`src/rtl/lru_age_pkg.sv`:
```
package lru_age_pkg;

   // Width needed to number n items; at least one bit.
   function automatic int unsigned bits_for(input int unsigned n);
      return (n < 2) ? 1 : $clog2(n);
   endfunction

   // Event kind seen by one set.
   typedef enum logic [1:0] {
      EV_NONE  = 2'd0,
      EV_TOUCH = 2'd1,
      EV_FILL  = 2'd2
   } lru_event_e;

endpackage

```
`src/rtl/lru_age_victim_sel.sv`:
```
module lru_age_victim_sel #(
   parameter int unsigned WAYS  = 4,
   parameter int unsigned AGE_W = lru_age_pkg::bits_for(WAYS),
   parameter int unsigned WAY_W = lru_age_pkg::bits_for(WAYS)
) (
   input  logic [WAYS*AGE_W-1:0] ages_i,
   output logic [WAY_W-1:0]      victim_o
);

   logic [WAYS-1:0] is_zero;

   for (genvar w = 0; w < WAYS; w++) begin : g_zero
      assign is_zero[w] = (ages_i[w*AGE_W +: AGE_W] == '0);
   end

   // Lowest-numbered zero age wins; the ages form a permutation, so only one matches.
   always_comb begin
      victim_o = '0;
      for (int w = WAYS - 1; w >= 0; w--) begin
         if (is_zero[w]) victim_o = WAY_W'(w);
      end
   end

endmodule

```
`src/rtl/lru_age_set.sv`:
```
module lru_age_set #(
   parameter int unsigned WAYS  = 4,
   parameter int unsigned AGE_W = lru_age_pkg::bits_for(WAYS),
   parameter int unsigned WAY_W = lru_age_pkg::bits_for(WAYS)
) (
   input  logic                  clk,
   input  logic                  rst_n,
   input  logic                  upd_en,
   input  logic [WAY_W-1:0]      upd_way,
   output logic [WAYS*AGE_W-1:0] ages_o
);

   localparam logic [AGE_W-1:0] AGE_MAX = AGE_W'(WAYS - 1);

   logic [AGE_W-1:0] age_q [WAYS];
   logic [AGE_W-1:0] ref_age;

   // Age of the way being promoted.
   always_comb begin
      ref_age = '0;
      for (int w = 0; w < WAYS; w++) begin
         if (upd_way == WAY_W'(w)) ref_age = age_q[w];
      end
   end

   for (genvar w = 0; w < WAYS; w++) begin : g_way
      logic [AGE_W-1:0] age_d;

      always_comb begin
         age_d = age_q[w];
         if (upd_en) begin
            if (upd_way == WAY_W'(w))       age_d = AGE_MAX;
            else if (age_q[w] > ref_age)    age_d = age_q[w] - 1'b1;
         end
      end

      always_ff @(posedge clk or negedge rst_n) begin
         if (!rst_n) age_q[w] <= AGE_W'(w);
         else        age_q[w] <= age_d;
      end

      assign ages_o[w*AGE_W +: AGE_W] = age_q[w];
   end

endmodule

```
`src/rtl/lru_age_tracker.sv`:
```
module lru_age_tracker #(
   parameter int unsigned WAYS  = 4,
   parameter int unsigned SETS  = 8,
   localparam int unsigned AGE_W = lru_age_pkg::bits_for(WAYS),
   localparam int unsigned WAY_W = lru_age_pkg::bits_for(WAYS),
   localparam int unsigned IDX_W = lru_age_pkg::bits_for(SETS)
) (
   input  logic             clk,
   input  logic             rst_n,
   input  logic             touch_vld,
   input  logic             fill_vld,
   input  logic [IDX_W-1:0] acc_set,
   input  logic [WAY_W-1:0] touch_way,
   input  logic [IDX_W-1:0] query_set,
   output logic [WAY_W-1:0] victim_way
);

   import lru_age_pkg::*;

   localparam int unsigned SET_BITS = WAYS * AGE_W;

   if (WAYS < 2) begin : g_bad_ways
      $error("lru_age_tracker: WAYS must be at least 2");
   end
   if (SETS < 1) begin : g_bad_sets
      $error("lru_age_tracker: SETS must be at least 1");
   end

   logic [SETS-1:0][SET_BITS-1:0] set_ages;
   logic [SETS*SET_BITS-1:0]      ages_flat;
   logic [SET_BITS-1:0]           acc_ages;
   logic [SET_BITS-1:0]           qry_ages;
   logic [WAY_W-1:0]              acc_victim;
   logic [WAY_W-1:0]              tgt_way;
   lru_event_e                    ev;

   assign ages_flat = set_ages;

   always_comb begin
      if (fill_vld)       ev = EV_FILL;
      else if (touch_vld) ev = EV_TOUCH;
      else                ev = EV_NONE;
   end

   assign acc_ages = (int'(acc_set)   < SETS) ? set_ages[acc_set]   : '0;
   assign qry_ages = (int'(query_set) < SETS) ? set_ages[query_set] : '0;

   lru_age_victim_sel #(.WAYS(WAYS), .AGE_W(AGE_W), .WAY_W(WAY_W)) u_acc_sel (
      .ages_i   (acc_ages),
      .victim_o (acc_victim)
   );

   lru_age_victim_sel #(.WAYS(WAYS), .AGE_W(AGE_W), .WAY_W(WAY_W)) u_qry_sel (
      .ages_i   (qry_ages),
      .victim_o (victim_way)
   );

   // A fill lands in the current victim; a touch names its way.
   assign tgt_way = (ev == EV_FILL) ? acc_victim : touch_way;

   for (genvar s = 0; s < SETS; s++) begin : g_set
      logic hit_here;
      assign hit_here = (ev != EV_NONE) && (acc_set == IDX_W'(s));

      lru_age_set #(.WAYS(WAYS), .AGE_W(AGE_W), .WAY_W(WAY_W)) u_set (
         .clk     (clk),
         .rst_n   (rst_n),
         .upd_en  (hit_here),
         .upd_way (tgt_way),
         .ages_o  (set_ages[s])
      );
   end

endmodule

```
`config.mk`:
```
export PLATFORM = sky130hd
export DESIGN_NAME = lru_age_tracker
export DESIGN_NICKNAME = d
export VERILOG_FILES = /design/src/rtl/lru_age_pkg.sv /design/src/rtl/lru_age_victim_sel.sv /design/src/rtl/lru_age_set.sv /design/src/rtl/lru_age_tracker.sv
export SDC_FILE = /design/constraint.sdc
export NUM_CORES = 1
export LEC_CHECK = 0
export BUFFER_PORTS_ARGS = -buffer_cell sky130_fd_sc_hd__buf_2
export CORE_ASPECT_RATIO = 0.75
export CORE_MARGIN = 8
export CORE_UTILIZATION = 60
export DETAILED_ROUTE_END_ITERATION = 10
export GPL_TIMING_DRIVEN = 0
export PLACE_DENSITY = 0.8
export SYNTH_ARGS = -nofsm -noshare
export SYNTH_HDL_FRONTEND = slang
export SYNTH_SLANG_ARGS = --single-unit
export TNS_END_PERCENT = 20
```
`constraint.sdc`:
```
create_clock -name clk -period 5.9 [get_ports clk]
set_input_delay 0.295 -clock clk [delete_from_list [all_inputs] [get_ports clk]]
set_output_delay 0.295 -clock clk [all_outputs]
set_load 0.02 [all_outputs]
```
; Word-level counts from Yosys, hierarchy flattened
; Cells that the tools add are included.
[totals]
elab_cells = 303
output_inout_bits = 2
reg_bits = 64
input_bits = 12
[classes]
n_addsub = 32
magnitude_cmp = 34
eq_ne = 11
n_reduce_logical = 83
n_mux = 111
[op_table]
columns = op, n
row1 = $mux 2, 106
row2 = $reduce_bool 2->1, 33
row3 = $gt 2x2->1, 32
row4 = $reduce_and 2->1, 32
row5 = $sub 2x1->2 const B, 32
row6 = $bmux 8 s3, 2
row7 = $logic_not 2->1, 9
row8 = $mux 8, 2
row9 = $eq 3x3->1 const B, 4
row10 = $logic_and 1x1->1, 8
row11 = $lt 3x4->1 const B, 2
row12 = $eq 2x2->1 const B, 3
row13 = $eq 3x2->1 const B, 2
row14 = $eq 3x1->1 const B, 1
row15 = $logic_not 3->1, 1
row16 = $eq 2x1->1 const B, 1
row17 = $mux 1, 1

; Logic depth before layout (Yosys ltp)
[depth]
ltp_word = 16
mapped_depth = 18

; By module
; From an unflattened synthesis, not the netlist that was laid out.
[hier_totals]
hier_cells = 714
hier_area_um2 = 7076.8
[modules_own_cells]
columns = module, cells_per_inst, n_inst, area_each_um2
row1 = lru_age_set (g_set[0].u_set ...), 77, 5, 709.4
row2 = lru_age_set (g_set[5].u_set ...), 82, 2, 779.5
row3 = lru_age_tracker, 73, 1, 1109.8
row4 = lru_age_set (g_set[7].u_set), 82, 1, 785.8
row5 = lru_age_victim_sel, 5, 2, 37.5

; Worst setup path before layout
; OpenSTA, ideal clock, no wires.
[synth_path]
path_type = reg-to-reg
from = reg g_set[7].u_set.age_q, in the netlist g_set[7].u_set.ages_o[2]
to = reg g_set[6].u_set.age_q, in the netlist g_set[6].u_set.ages_o[7]
path_stages_with_launch = 16
required_time_ps = 5840
period_less_slack_ps = 3346
arrival_ps = 3286
path_slack_ps = 2554
path_cell_list = dfstp_2 -> nor2_1 -> mux4_2 -> mux2i_1 -> a31o_1 -> buf_4 -> buf_4 -> mux2i_1 -> mux2_2 -> ha_1 -> a21oi_1 -> a21oi_1 -> and2_1 -> and3_1 -> o22ai_1 -> o21a_1
[synth_via]
elab_chain_len = 14
elab_cells_between_ends = 18
[synth_lines]
columns = item, line
row1 = "start, declared", lru_age_set.sv:15  ; logic [AGE_W-1:0] age_q [WAYS];
row2 = "start signal, assigned by index", lru_age_set.sv:38  ; if (!rst_n) age_q[w] <= AGE_W'(w);
row3 = "start signal, assigned by index", lru_age_set.sv:39  ; else age_q[w] <= age_d;
row4 = $bmux 8 s3 *, lru_age_tracker.sv:45  ; assign acc_ages = (int'(acc_set) < SETS) ? set_ages[acc_set] : '0;
row5 = $mux 8 (implied by the code) *, lru_age_tracker.sv:45
row6 = $logic_not 2->1 *, lru_age_victim_sel.sv:13  ; assign is_zero[w] = (ages_i[w*AGE_W +: AGE_W] == '0);
row7 = $mux 2 * (2 in series), lru_age_victim_sel.sv:20  ; if (is_zero[w]) victim_o = WAY_W'(w);
row8 = $mux 2 *, lru_age_tracker.sv:59  ; assign tgt_way = (ev == EV_FILL) ? acc_victim : touch_way;
row9 = $logic_not 2->1, lru_age_set.sv:22  ; if (upd_way == WAY_W'(w)) ref_age = age_q[w];
row10 = $mux 2 (4 in series), lru_age_set.sv:22
row11 = $gt 2x2->1, lru_age_set.sv:33  ; else if (age_q[w] > ref_age) age_d = age_q[w] - 1'b1;
row12 = $reduce_bool 2->1 (no source line), n/a
row13 = $reduce_and 2->1 (no source line), n/a
row14 = "end signal, assigned by index", lru_age_set.sv:38
row15 = "end signal, assigned by index", lru_age_set.sv:39
row16 = "end, declared", lru_age_set.sv:15
; Every way passes the cells marked *; elsewhere a longest branch is shown, timed or not. The select of a mux whose other input is x is not followed.
; A chain may end at the register's enable or synchronous reset.

; Worst setup path after layout
[layout_path]
from = reg g_set[6].u_set.age_q, in the netlist g_set[6].u_set.ages_o[2]
to = reg g_set[4].u_set.age_q, in the netlist g_set[4].u_set.ages_o[3]
[layout_via]
elab_chain_len = 14
elab_cells_between_ends = 18
[layout_lines]
columns = item, line
row1 = $bmux 8 s3 *, lru_age_tracker.sv:45
row2 = $mux 8 (implied by the code) *, lru_age_tracker.sv:45
row3 = $logic_not 2->1 *, lru_age_victim_sel.sv:13
row4 = $mux 2 * (2 in series), lru_age_victim_sel.sv:20
row5 = $mux 2 *, lru_age_tracker.sv:59
row6 = $logic_not 2->1, lru_age_set.sv:22
row7 = $mux 2 (4 in series), lru_age_set.sv:22
row8 = $gt 2x2->1, lru_age_set.sv:33
row9 = $reduce_bool 2->1 (no source line), n/a
row10 = $reduce_and 2->1 (no source line), n/a
row11 = "end signal, assigned by index", lru_age_set.sv:38
row12 = "end signal, assigned by index", lru_age_set.sv:39
row13 = "end, declared", lru_age_set.sv:15
; Marks and branches as above.

==> flow_metrics.tcl <==
set metrics [dict create \
    cts_buffers 9 \
    vias 5882 \
    synth_top_cell_by_area "dfstp_2" \
    cell_internal_pwr_uw 2000 \
    crit_path_cell_trace "nor2_1 > mux4_2 > mux2i_1 > a31o_1 > buf_4 > buf_2 > mux2i_1 > mux2i_1 > ha_1 > a211oi_1 > and2_1 > a211oi_1 > a31oi_1" \
    dp_hpwl_microns 13000 \
    synth_top_family_by_area "compound AO/OA/AOI/OAI gates" \
    die_h_microns 102 \
    critPathTopFamily "multiplexers" \
    rows 31 \
    whs_ps 50.1 \
    rr_startpoint "g_set[6].u_set.ages_o[2]$_DFFE_PN1P_" \
    synthTopCellsByArea "dfstp_2 14%, dfrtp_1 13%, ha_1 13%, mux2i_1 7.2%, a21oi_1 5.9%" \
    wl_per_cell_microns 20.9 \
    synth_xor_xnor_area_share 0 \
    muxShareOfSynthArea 0.125 \
    wl_met1_microns 7410 \
    fin_skew_ps 8.44 \
    root_buffer "clkbuf_16" \
    seq_power_share 0.250 \
    max_slew.worst_pin.slew_ps 926 \
    pwr-share-comb 0.630 \
    p_per_area_nw_per_um2 617 \
    max_stage_delay_ps 580 \
    cpMostUsedCell "mux2i_1" \
    syn_area_sq_um 5970 \
    clockBufferDepth 2 \
    largest_reg_flops 64 \
    finalNonFillerCells 873 \
    wirelength_microns 18300 \
    p_clk_frac 0.120 \
    synth_fa_ha_area_frac 0.134 \
    synth_top_area_share 0.141 \
    mostFrequentLayoutCell "a21oi_1" \
    area_growth_pct 7.88 \
    grt.total_usage 0.278 \
    clock_latency_ps 340 \
    hp-class "in -> async" \
    cts_tree "done" \
    met3_wirelength_microns 1970 \
    drtAntennaViolNets 0 \
    post-route-util 0.667 \
    post_cts_resized 0 \
    grt_pass1_wl_microns 29500 \
    cp_slowest_cell "dfstp_2" \
    syn_nets 791 \
    synth_edf_count 0 \
    gp_congestion 0.960 \
    dr.pass1.iters 5 \
    fillers 778 \
    ys_warn_count 0 \
    p_total_uw 3970 \
    core_sq_um 9660 \
    fin_tns_setup_ps 0 \
    synth-seq-cells 64 \
    hold_viol 0 \
    cp-end-kind "flip-flop" \
    critical_path.startpoint_type "flip-flop" \
    fmax_mhz 237 \
    wl_met2_microns 8070 \
    rsz0062_at_grt "no" \
    post-route-drc-count 0 \
    avgSynthCellArea_sq_um 8.35 \
    antenna_found_initial 0 \
    critPathKind "reg -> reg" \
    post_cts_buffers 0 \
    crit_end "g_set[4].u_set.ages_o[3]$_DFFE_PN0P_" \
    synthFlopType "dfstp_2" \
    power.static_leakage_uw 0.00282 \
    viasPerCell 6.74 \
    setup_viol 0 \
    synth-simple-area-share 0.154 \
    ir_drop_mv 0.293 \
    drive_above_1_share 0.121 \
    finalCriticalPeriod_ps 4220 \
    outcome "completed" \
    die_w_microns 131 \
    maxUsedRoutingLayer "met4" \
    critPathLaunch "g_set[6].u_set.ages_o[2]$_DFFE_PN1P_" \
    rr_endpoint "g_set[4].u_set.ages_o[3]$_DFFE_PN0P_" \
    io_pins 14 \
    dp.cells 857 \
    p_sw_uw 1970 \
    drtIter0Drc 751 \
    cp_max_fo 10 \
    drv_cap 0 \
    grt_start_max_net_pins 65 \
    crit_arrival_ps 4480 \
    worst-r2r-cell-count 13 \
    final_nets 812 \
    path_depth 13 \
    cts-hold-fix-buffers 0 \
    p_sw_frac 0.497 \
    cp_num_buf_inv 2 \
    die_area_sq_um 13400 \
    final.period_utilization 0.716 \
    path_clk_slew_ps 50 \
    final_cell_mix "70 x a21oi_1, 66 x inv_1, 66 x nor2_1" \
    slew_headroom 0.378 \
    io_buffers 10 \
    antenna_cells 0 \
    synthCells 715 \
    overflow 0 \
    finalMaxSlewViolations 0 \
    r2r_slack_ps 1680 \
    grt_pass1_vias 5666 \
    htree_levels 3 \
    start_util 0.618 \
    async_reset_ff_frac 1.00 \
    synth-compound-area-share 0.244 \
    ys_seq_area_frac 0.275 \
    cts_sinks 64 \
    synth_cell_type_count 41 \
    cp_data_required_time_ps 6160 \
]
==> cells in the mapped netlist (2+ instances only) <==
cell	instances
and2_1	25
a211oi_1	29
a31oi_1	18
o21ai_1	12
o31ai_1	8
dfstp_2	32
ha_1	64
o22ai_1	15
inv_1	66
buf_4	5
nor3_1	23
o41ai_1	8
a21oi_1	70
buf_1	4
nor4_1	2
nand3_1	15
nor2b_1	14
mux2_2	9
and3_1	14
o21ai_0	43
dfrtp_1	32
nand2_1	22
a21boi_0	7
mux4_2	9
mux2i_1	43
nand2b_1	4
nor2_1	66
buf_2	10
o22a_1	7
o21a_1	14
clkbuf_1	15
==> through the flow <==
stage                     setup WS, ps  instance area [sq um]
final                             1680                   6440
after global routing              1490                   6440
after detailed placement          1830                   6190
after global placement            1920                   6190
after CTS                         1790                   6440
after floorplan                   2550                   5970
==> area by class of cell <==
cell class	count	area, sq um	share of cell area
clock inverters	1	5.00	0.000777
well taps	132	165	0.0256
plain buffers	34	159	0.0247
flip-flops and latches	64	1640	0.255
clock buffers	15	248	0.0384
multi-input cells	551	3930	0.609
repair buffers	10	52.6	0.00816
inverters	66	248	0.0384
==> logic make-up after synthesis <==
| family | after synthesis |
|---|---|
| adders and majority gates | 64 |
| DFF | 64 |
| muxes | 62 |
| buffers and inverters | 100 |
| and+or+nand+nor | 189 |
| AOI/OAI and AO/OA | 236 |
==> power by group through the flow <==
stage               combinational [uW]  clock, uW  sequential, uW
detailed placement                2440          0             979
floorplan                         1890          0             887
global route                      2820        503            1020
finish                            2500        477             993
CTS                               2460        479             977
global placement                  2230          0             962
==> per-layer routing <==
metal / GRT usage / up-vias
met5: 0 / -
met4: 0.146 / 0
met3: 0.0634 / 77
met2: 0.445 / 349
met1: 0.349 / 2805
li1: - / 2651
==> how the worst min path moves through the flow <==
stage / to / slack, ps / cells past startpoint
after floorplan: g_set[0].u_set.ages_o[0]$_DFFE_PN0P_ / -0.6 / 0
after global placement: g_set[1].u_set.ages_o[5]$_DFFE_PN1P_ / 500 / 2
after detailed placement: g_set[4].u_set.ages_o[0]$_DFFE_PN0P_ / 460 / 1
after CTS: g_set[4].u_set.ages_o[0]$_DFFE_PN0P_ / 100 / 1
after global routing: g_set[4].u_set.ages_o[4]$_DFFE_PN0P_ / 140 / 1
final: g_set[4].u_set.ages_o[1]$_DFFE_PN0P_ / 50 / 1
(Power assumes the default switching activity.)
